==> src/rtl/gcc_pkg.sv <==
package gcc_pkg;

  typedef enum logic [1:0] {
    GATE_OFF  = 2'b00,
    GATE_HIGH = 2'b01,
    GATE_LOW  = 2'b10,
    GATE_RSVD = 2'b11
  } gate_mode_e;

  typedef enum logic [1:0] {
    CAP_IDX_RISE  = 2'b00,
    CAP_GATE_RISE = 2'b01,
    CAP_GATE_FALL = 2'b10,
    CAP_GATE_BOTH = 2'b11
  } store_mode_e;

  // Configuration word layout, MSB first: [6] flag clear, [5] store clear,
  // [4] rollover, [3:2] store mode, [1:0] gate mode
  typedef struct packed {
    logic        pclr;
    logic        sclr;
    logic        roll;
    store_mode_e store;
    gate_mode_e  gate;
  } cfg_t;

  localparam int CFG_W = $bits(cfg_t);

  // Synchronised input lanes
  localparam int LANE_PULSE = 0;
  localparam int LANE_DIR   = 1;
  localparam int LANE_IDX   = 2;
  localparam int LANE_GATE  = 3;
  localparam int LANES      = 4;

endpackage

==> src/rtl/gcc_sync.sv <==
module gcc_sync #(
  parameter int N      = 4,
  parameter int STAGES = 2
) (
  input  logic         clk,
  input  logic         rst,
  input  logic [N-1:0] d_i,
  output logic [N-1:0] lvl_o,
  output logic [N-1:0] rise_o,
  output logic [N-1:0] fall_o
);

  logic [N-1:0] prev_q;

  for (genvar s = 0; s < STAGES; s++) begin : g_stage
    logic [N-1:0] q;
    if (s == 0) begin : g_first
      always_ff @(posedge clk) begin
        if (rst) q <= '0;
        else     q <= d_i;
      end
    end else begin : g_next
      always_ff @(posedge clk) begin
        if (rst) q <= '0;
        else     q <= g_stage[s-1].q;
      end
    end
  end

  assign lvl_o = g_stage[STAGES-1].q;

  always_ff @(posedge clk) begin
    if (rst) prev_q <= '0;
    else     prev_q <= lvl_o;
  end

  assign rise_o = lvl_o & ~prev_q;
  assign fall_o = ~lvl_o & prev_q;

endmodule

==> src/rtl/gcc_count_core.sv <==
module gcc_count_core #(
  parameter int CNT_W = 16
) (
  input  logic             clk,
  input  logic             rst,
  input  logic             step_i,
  input  logic             down_i,
  input  logic             roll_i,
  input  logic [CNT_W-1:0] preset_i,
  input  logic             pclr_i,
  output logic [CNT_W-1:0] count_o,
  output logic             reached_o
);

  localparam logic [CNT_W-1:0] TOP_VAL = {CNT_W{1'b1}};

  logic [CNT_W-1:0] wrap_val;
  logic [CNT_W-1:0] count_nx;

  assign wrap_val = roll_i ? preset_i : TOP_VAL;

  always_comb begin
    count_nx = count_o;
    if (step_i) begin
      if (down_i) count_nx = (count_o == '0) ? wrap_val : count_o - 1'b1;
      else        count_nx = (count_o == wrap_val) ? '0 : count_o + 1'b1;
    end
  end

  always_ff @(posedge clk) begin
    if (rst) begin
      count_o   <= '0;
      reached_o <= 1'b0;
    end else begin
      count_o <= count_nx;
      if (count_o == preset_i) reached_o <= 1'b1;
      else if (pclr_i)         reached_o <= 1'b0;
    end
  end

endmodule

==> src/rtl/gcc_capture.sv <==
module gcc_capture
  import gcc_pkg::*;
#(
  parameter int CNT_W = 16
) (
  input  logic             clk,
  input  logic             rst,
  input  store_mode_e      mode_i,
  input  logic             idx_rise_i,
  input  logic             gate_rise_i,
  input  logic             gate_fall_i,
  input  logic             sclr_i,
  input  logic [CNT_W-1:0] count_i,
  output logic [CNT_W-1:0] stored_o,
  output logic             done_o
);

  logic hit;

  always_comb begin
    unique case (mode_i)
      CAP_IDX_RISE:  hit = idx_rise_i;
      CAP_GATE_RISE: hit = gate_rise_i;
      CAP_GATE_FALL: hit = gate_fall_i;
      CAP_GATE_BOTH: hit = gate_rise_i | gate_fall_i;
      default:       hit = 1'b0;
    endcase
  end

  always_ff @(posedge clk) begin
    if (rst) begin
      stored_o <= '0;
      done_o   <= 1'b0;
    end else if (hit && !done_o) begin
      stored_o <= count_i;
      done_o   <= 1'b1;
    end else if (sclr_i) begin
      done_o <= 1'b0;
    end
  end

endmodule

==> src/rtl/gate_cap_counter.sv <==
module gate_cap_counter
  import gcc_pkg::*;
#(
  parameter int CNT_W       = 16,
  parameter int SYNC_STAGES = 2
) (
  input  logic             clk,
  input  logic             rst,
  input  logic             pulse_i,
  input  logic             dir_i,
  input  logic             index_i,
  input  logic             gate_i,
  input  logic [CFG_W-1:0] cfg_i,
  input  logic [CNT_W-1:0] preset_i,
  output logic [CNT_W-1:0] count_o,
  output logic [CNT_W-1:0] stored_o,
  output logic             store_done_o,
  output logic             reached_o
);

  cfg_t             cfg;
  logic [LANES-1:0] raw, lvl, rise, fall;
  logic             gate_ok;
  logic             step;
  logic             sclr_prev, pclr_prev;
  logic             sclr_edge, pclr_edge;

  assign cfg = cfg_t'(cfg_i);

  always_comb begin
    raw             = '0;
    raw[LANE_PULSE] = pulse_i;
    raw[LANE_DIR]   = dir_i;
    raw[LANE_IDX]   = index_i;
    raw[LANE_GATE]  = gate_i;
  end

  gcc_sync #(.N(LANES), .STAGES(SYNC_STAGES)) sync_i (
    .clk    (clk),
    .rst    (rst),
    .d_i    (raw),
    .lvl_o  (lvl),
    .rise_o (rise),
    .fall_o (fall)
  );

  always_comb begin
    unique case (cfg.gate)
      GATE_HIGH: gate_ok = lvl[LANE_GATE];
      GATE_LOW:  gate_ok = ~lvl[LANE_GATE];
      default:   gate_ok = 1'b1;
    endcase
  end

  assign step = rise[LANE_PULSE] & gate_ok;

  always_ff @(posedge clk) begin
    if (rst) begin
      sclr_prev <= 1'b0;
      pclr_prev <= 1'b0;
    end else begin
      sclr_prev <= cfg.sclr;
      pclr_prev <= cfg.pclr;
    end
  end

  assign sclr_edge = cfg.sclr & ~sclr_prev;
  assign pclr_edge = cfg.pclr & ~pclr_prev;

  gcc_count_core #(.CNT_W(CNT_W)) core_i (
    .clk       (clk),
    .rst       (rst),
    .step_i    (step),
    .down_i    (lvl[LANE_DIR]),
    .roll_i    (cfg.roll),
    .preset_i  (preset_i),
    .pclr_i    (pclr_edge),
    .count_o   (count_o),
    .reached_o (reached_o)
  );

  gcc_capture #(.CNT_W(CNT_W)) cap_i (
    .clk         (clk),
    .rst         (rst),
    .mode_i      (cfg.store),
    .idx_rise_i  (rise[LANE_IDX]),
    .gate_rise_i (rise[LANE_GATE]),
    .gate_fall_i (fall[LANE_GATE]),
    .sclr_i      (sclr_edge),
    .count_i     (count_o),
    .stored_o    (stored_o),
    .done_o      (store_done_o)
  );

endmodule

==> config.mk <==
export PLATFORM = sky130hd
export DESIGN_NAME = gate_cap_counter
export DESIGN_NICKNAME = d
export VERILOG_FILES = /design/src/rtl/gcc_pkg.sv /design/src/rtl/gcc_sync.sv /design/src/rtl/gcc_count_core.sv /design/src/rtl/gcc_capture.sv /design/src/rtl/gate_cap_counter.sv
export SDC_FILE = /design/constraint.sdc
export NUM_CORES = 1
export LEC_CHECK = 0
export BUFFER_PORTS_ARGS = -buffer_cell sky130_fd_sc_hd__buf_2
export CORE_AREA = 4 4 84 86
export DETAILED_ROUTE_END_ITERATION = 8
export DIE_AREA = 0 0 88 90
export GPL_ROUTABILITY_DRIVEN = 0
export PLACE_DENSITY = 0.77
export SETUP_SLACK_MARGIN = 0.15
export SKIP_LAST_GASP = 1
export SYNTH_ARGS = -nofsm -noshare
export SYNTH_HDL_FRONTEND = slang
export SYNTH_SLANG_ARGS = --single-unit
==> constraint.sdc <==
create_clock -name clk -period 2.45 [get_ports clk]
set_clock_uncertainty 0.2 [all_clocks]
set_input_delay 0.245 -clock clk [delete_from_list [all_inputs] [get_ports clk]]
set_output_delay 0.245 -clock clk [all_outputs]
set_load 0.05 [all_outputs]
==> results.yml, run 1 <==
power_and_ir_drop:
  ir_drop_v: 0.0003934
  p_leak_nw: 1.739
  switching_power_w: 0.0008099
  powerDensity_nw_per_um2: 535.1
  pwr-share-seq: 0.380
  p_clk_frac: 0.231
  p_sw_frac: 0.3716
  p_comb_frac: 0.389
  internal_power_w: 0.001369
floorplan:
  die_area_um2: 7920
  initial_utilization: 0.4852
  die_y_um: 90
  io_pins: 63
  fp.dieW_um: 88
  core_um2: 6277
  rows: 29
grt:
  grt_max_degree: 28
  grtUsageMet3: 0.04845
  grt.busiest_layer: "met2"
  grt_pass1_vias: 3369
  track_usage: 0.2553
  gr-total-overflow: 0
  grt.met2_usage: 0.4026
  antenna_found_initial: 0
  grtUsageMet1: 0.3350
  grt_pass1_wl_um: 16340
yosys:
  ys.flop_type: "dfxtp_1"
  synth_seq_cells: 47
  ys_warn_count: 0
  synth_cell_types: 57
  yosysSeqAreaShare: 0.3090
  avgSynthCellArea_um2: 7.749
  syn_inst: 393
  synth_area_um2: 3045
  synth_fp_nets: 429
  synthArstFlopShare: 0
  synth-edff-count: 0
cts:
  htree_levels: 2
  cts_buffers: 5
  clock-sinks: 47
  cts_root_buffer: "clkbuf_8"
  clock_latency_ns: 0.30
  cts_buffer_depth: 2
  cts_tree: "yes"
  clkSlewWorstSetupHoldPaths_ns: 0.09
timing:
  hold_viol_final: 0
  min_period_over_period: 1.012
  setup_viol_count_final: 2
  rsz0062_at_grt: "true"
  tightestPinTransition_ns: 0.6752
  fin_setup_tns_ns: -0.04699
  slew_headroom: 0.5493
  worst_slack_ns: -0.03057
  period_needed_ns: 2.481
  fmaxAchievable_mhz: 403.1
  final_max_slew_viol_count: 0
route:
  via_per_inst: 6.248
  drtAntennaViolNets: 0
  vias: 3505
  wl_um: 10190
  drt_iter0_markers: 415
  first_pass_iters: 5
  avgRoutedWirePerCell_um: 18.17
  drc: 0
worst_hold_path:
  hold_end: "core_i.count_o[11]"
  hold_class: "input pin to register"
  hold_depth: 3
  hold_start: "preset_i[11]"
cells_and_area:
  layout_common_cells: "buf_2 (62), buf_4 (43), nor2_1 (37), dfxtp_1 (34), nand2_1 (30)"
  area_delta_synth_final_pct: 33.73
  antenna_cells: 0
  stdcell_area_um2: 4073
  final_nets: 519
  layout_commonest_cell: "buf_2"
  final_layout_size_suffix_gt1_frac: 0.3326
place:
  port_buffers: 62
  dpl_cell_area_um2: 3737
  dpl.hpwl_um: 7244
worst_setup_path:
  regToRegSetupSlack_ns: -0.03
  critPathCaptureType: "register"
  required_ns: 2.43
  worst-r2r-cell-count: 7
  reg2reg_from: "core_i.count_o[8]"
  crit_path_max_fanout: 11
  worstSetupStartpointType: "register"
  reg2reg_to: "core_i.count_o[2]"
  worstSetupPathType: "register to register"
  crit_arrival_ns: 2.46
job:
  drv_cap: 0
status:
  outcome: "complete, but fails checks"
  failed_checks: "negative setup slack"
-- routing by layer --
metal	wire length, µm	part of all wire
met1	4029	0.40
met2	4719	0.46
met4	370	0.036
met5	0	0
met3	1072	0.11
-- timing repair --
action / CTS / global route
buffers inserted: 1 / 0
endpoints found under the hold margin: 6 / 0
endpoints found under the setup margin: 16 / 16
hold buffers: 6 / 0
cloned: 0 / 1
gates resized for setup: 6 / 25
pin swaps: 2 / 6
-- metrics by stage --
stage	hold WS, ns	setup slack [ns]	util	std cells	power [W]
after floorplan	0.1732	-0.01842	-	393	0.001374
after global placement	0.2165	0.05276	0.5954	545	0.001616
after detailed placement	0.2260	0.009874	0.5954	545	0.001629
after CTS	0.1564	0.02217	0.6247	560	0.002141
after global routing	0.1950	-0.05179	0.6488	561	0.002285
final	0.1678	-0.03057	0.6488	561	0.002179
-- cells in the mapped netlist (11+ instances only) --
cell type,n,area (µm²)
nand2_1,30,112.6
a21oi_1,16,80.08
nor4_1,11,68.82
nor2b_1,17,106.4
nor2_1,38,142.6
inv_1,17,63.81
nand3_1,13,65.06
mux2i_1,16,160.2
nor3_1,13,65.06
clkbuf_1,26,97.59
dfxtp_1,47,940.9
o21ai_0,13,65.06
-- worst max-delay path, cell delays in order (launching register included) --
cell	delay [ns]
dfxtp_4	0.39
or4b_4	0.53
o31ai_4	0.07
a32oi_2	0.09
or4_4	0.61
buf_12	0.18
o211ai_1	0.18
o311ai_1	0.11
-- state kept, by name, indices dropped and copies added, names as in the netlist --
register and cells:
sclr_prev 1, cap_i.done_o 1, sync_i.g_stage.q 4, pclr_prev 1, core_i.reached_o 1, cap_i.stored_o 16, core_i.count_o 16, sync_i.lvl_o 4
sync_i.prev_q 3
-- kinds of logic (layout without fill, tap and decap cells) --
group	count (synthesis)	in the layout	share of synthesized area
compound gates	94	94	0.2137
xor+xnor	17	17	0.04889
fa+ha+maj	7	7	0.02876
buf+inv	52	143	0.06861
flops	47	47	0.3090
mux	18	18	0.05998
simple gates	158	158	0.2712
-- power groups by stage --
stage                     combinational, W  clock, W  sequential, W
final                             0.000849  0.000503       0.000827
after global routing              0.000914  0.000540       0.000830
after CTS                         0.000801  0.000513       0.000826
after detailed placement          0.000785         0       0.000844
after global placement            0.000773         0       0.000842
after floorplan                   0.000462         0       0.000913
-- final cells by class --
| type | instances | area [µm²] |
|---|---|---|
| clock inverter | 1 | 8.758 |
| multi-input combinational | 294 | 2052 |
| tap | 77 | 96.34 |
| sequential | 47 | 967.2 |
| clock buffer | 7 | 86.33 |
| fill | 537 | 2205 |
| timing repair buffer | 117 | 792.0 |
| inverter | 18 | 70.07 |
-- how the worst max path moves through the flow --
| stage | start | to | slack [ns] |
|---|---|---|---|
| floorplan | core_i.count_o[0] | core_i.count_o[2] | -0.02 |
| global placement | preset_i[12] | core_i.count_o[2] | 0.05 |
| detailed placement | core_i.count_o[2] | core_i.count_o[2] | 0.01 |
| CTS | core_i.count_o[2] | core_i.count_o[0] | 0.02 |
| global route | core_i.count_o[8] | core_i.count_o[7] | -0.05 |
| finish | core_i.count_o[8] | core_i.count_o[2] | -0.03 |
Note: power is estimated with default switching activity, not from simulation.
==> run 2, diff against run 1 <==
Settings changed: PLACE_DENSITY 0.77 to 0.74.
==> results.yml, run 2 (synthesis results as in run 1) <==
cells_and_area:
  final_nets: 518
  layout_common_cells: "buf_2 (62), buf_4 (40), nor2_1 (36), dfxtp_1 (33), nand2_1 (29)"
  area_delta_synth_final_pct: 33.20
  antenna_cells: 0
  final_layout_size_suffix_gt1_frac: 0.3333
  final_util: 0.6462
  layout.cells.non_filler: 560
  layout_commonest_cell: "buf_2"
  top_regs: "cap_i.stored_o: 16 flops, core_i.count_o: 16 flops"
worst_hold_path:
  hold_class: "input pin to register"
timing:
  min_period_over_period: 0.9704
  rsz0062_at_grt: "true"
  final_max_slew_viol_count: 0
  period_needed_ns: 2.378
  hold_viol_final: 0
  tightestPinTransition_ns: 0.5691
  setup_viol_count_final: 0
  fmaxAchievable_mhz: 420.6
  slew_headroom: 0.6202
job:
  drv_cap: 0
cts:
  cts_tree: "yes"
  clkSlewWorstSetupHoldPaths_ns: 0.10
  cts_root_buffer: "clkbuf_8"
  cts_buffers: 5
  htree_levels: 2
  cts_buffer_depth: 2
  clock-sinks: 47
  clock_latency_ns: 0.31
power_and_ir_drop:
  p_leak_nw: 1.726
  powerDensity_nw_per_um2: 548.0
  ir_drop_v: 0.0003283
place:
  port_buffers: 62
  place_inst: 545
  dpl.hpwl_um: 7221
route:
  route.met3.wl_um: 958
  dr.max_layer_used: "met4"
  via_per_inst: 6.216
  drt_iter0_markers: 371
  avgRoutedWirePerCell_um: 17.85
  wl_met1_um: 4025
  drtAntennaViolNets: 0
  vias: 3481
  wl_met2_um: 4625
  first_pass_iters: 5
  drc: 0
  wl_um: 9994
floorplan:
  initial_utilization: 0.4852
  rows: 29
  io_pins: 63
  core_um2: 6277
  die_y_um: 90
  die_area_um2: 7920
  fp.dieW_um: 88
worst_setup_path:
  critPathCaptureType: "register"
  worstSetupPathType: "register to register"
  cp_slowest_cell: "or4_4"
  critPathMaxStageDelay_ns: 0.55
  worstSetupStartpointType: "register"
  crit_path_max_fanout: 12
  required_ns: 2.44
  cp_cell_sequence: "inv_4, or4b_1, o31ai_1, a32oi_1, or4_4, buf_8, o211ai_1, o311ai_1"
  crit_arrival_ns: 2.37
grt:
  track_usage: 0.2555
  grt_max_degree: 40
  gr-total-overflow: 0
  grt_pass1_vias: 3352
  antenna_found_initial: 0
  grt_pass1_wl_um: 16410
status:
  outcome: "finished clean"
-- run 2: repair_timing --
| item | CTS | global route |
|---|---|---|
| buffers inserted | 1 | 0 |
| hold endpoints to repair | 6 | 0 |
| endpoints found under the setup margin | 16 | 16 |
| gates cloned | 0 | 0 |
| gates resized for setup | 7 | 26 |
| hold buffers | 6 | 0 |
| pin swaps | 2 | 7 |
-- run 2: layout make-up --
| cell class | count | area (µm²) |
|---|---|---|
| clock buffer | 5 | 68.82 |
| fill | 560 | 2221 |
| multi-input combinational | 294 | 2036 |
| tap | 77 | 96.34 |
| sequential | 47 | 968.4 |
| timing repair buffer | 116 | 790.8 |
| clock inverter | 3 | 26.28 |
| inverter | 18 | 70.07 |
-- run 2: through the flow --
stage / hold slack, ns / TNS (ns) / total power, W / worst slack [ns] / cell area [µm²]
after global placement: 0.2164 / -0.07677 / 0.001631 / -0.02919 / 3762
after floorplan: 0.1732 / -0.02021 / 0.001374 / -0.01842 / 3108
after CTS: 0.04374 / 0 / 0.002180 / 0.09110 / 3955
after detailed placement: 0.2273 / -0.1256 / 0.001644 / -0.04345 / 3762
after global routing: 0.06084 / -0.01326 / 0.002337 / -0.01326 / 4056
final: 0.06650 / 0 / 0.002223 / 0.07249 / 4056
-- run 2: routing by layer --
metal / global-route usage / vias to the layer above
met5: 0 / -
met4: 0.1164 / 0
met3: 0.04388 / 47
met2: 0.3964 / 209
met1: 0.3406 / 1609
li1: - / 1616
-- run 2: worst paths after layout --
kind                                             start                  to  slack, ns  cells after the start
worst max-delay path                 core_i.count_o[0]   core_i.count_o[2]       0.07                      8
worst min-delay path                               rst  core_i.count_o[14]       0.07                      2
worst max register to register       core_i.count_o[0]   core_i.count_o[2]       0.07                      8
worst min register to register  sync_i.g_stage[0].q[3]     sync_i.lvl_o[3]       0.25                      1
-- run 2: worst max-delay path, delay by kind of cell, from the launching register on --
family	cells	cell delay (ns)
simple gates	2	1.02
compound gates	4	0.44
flops	1	0.38
buf+inv	2	0.20
-- run 2: power by group --
group | internal (W) | total, W | switching, W
combinational | 0.000373 | 0.000879 | 0.000505
sequential | 0.000795 | 0.000826 | 0.0000307
clock | 0.000213 | 0.000518 | 0.000305
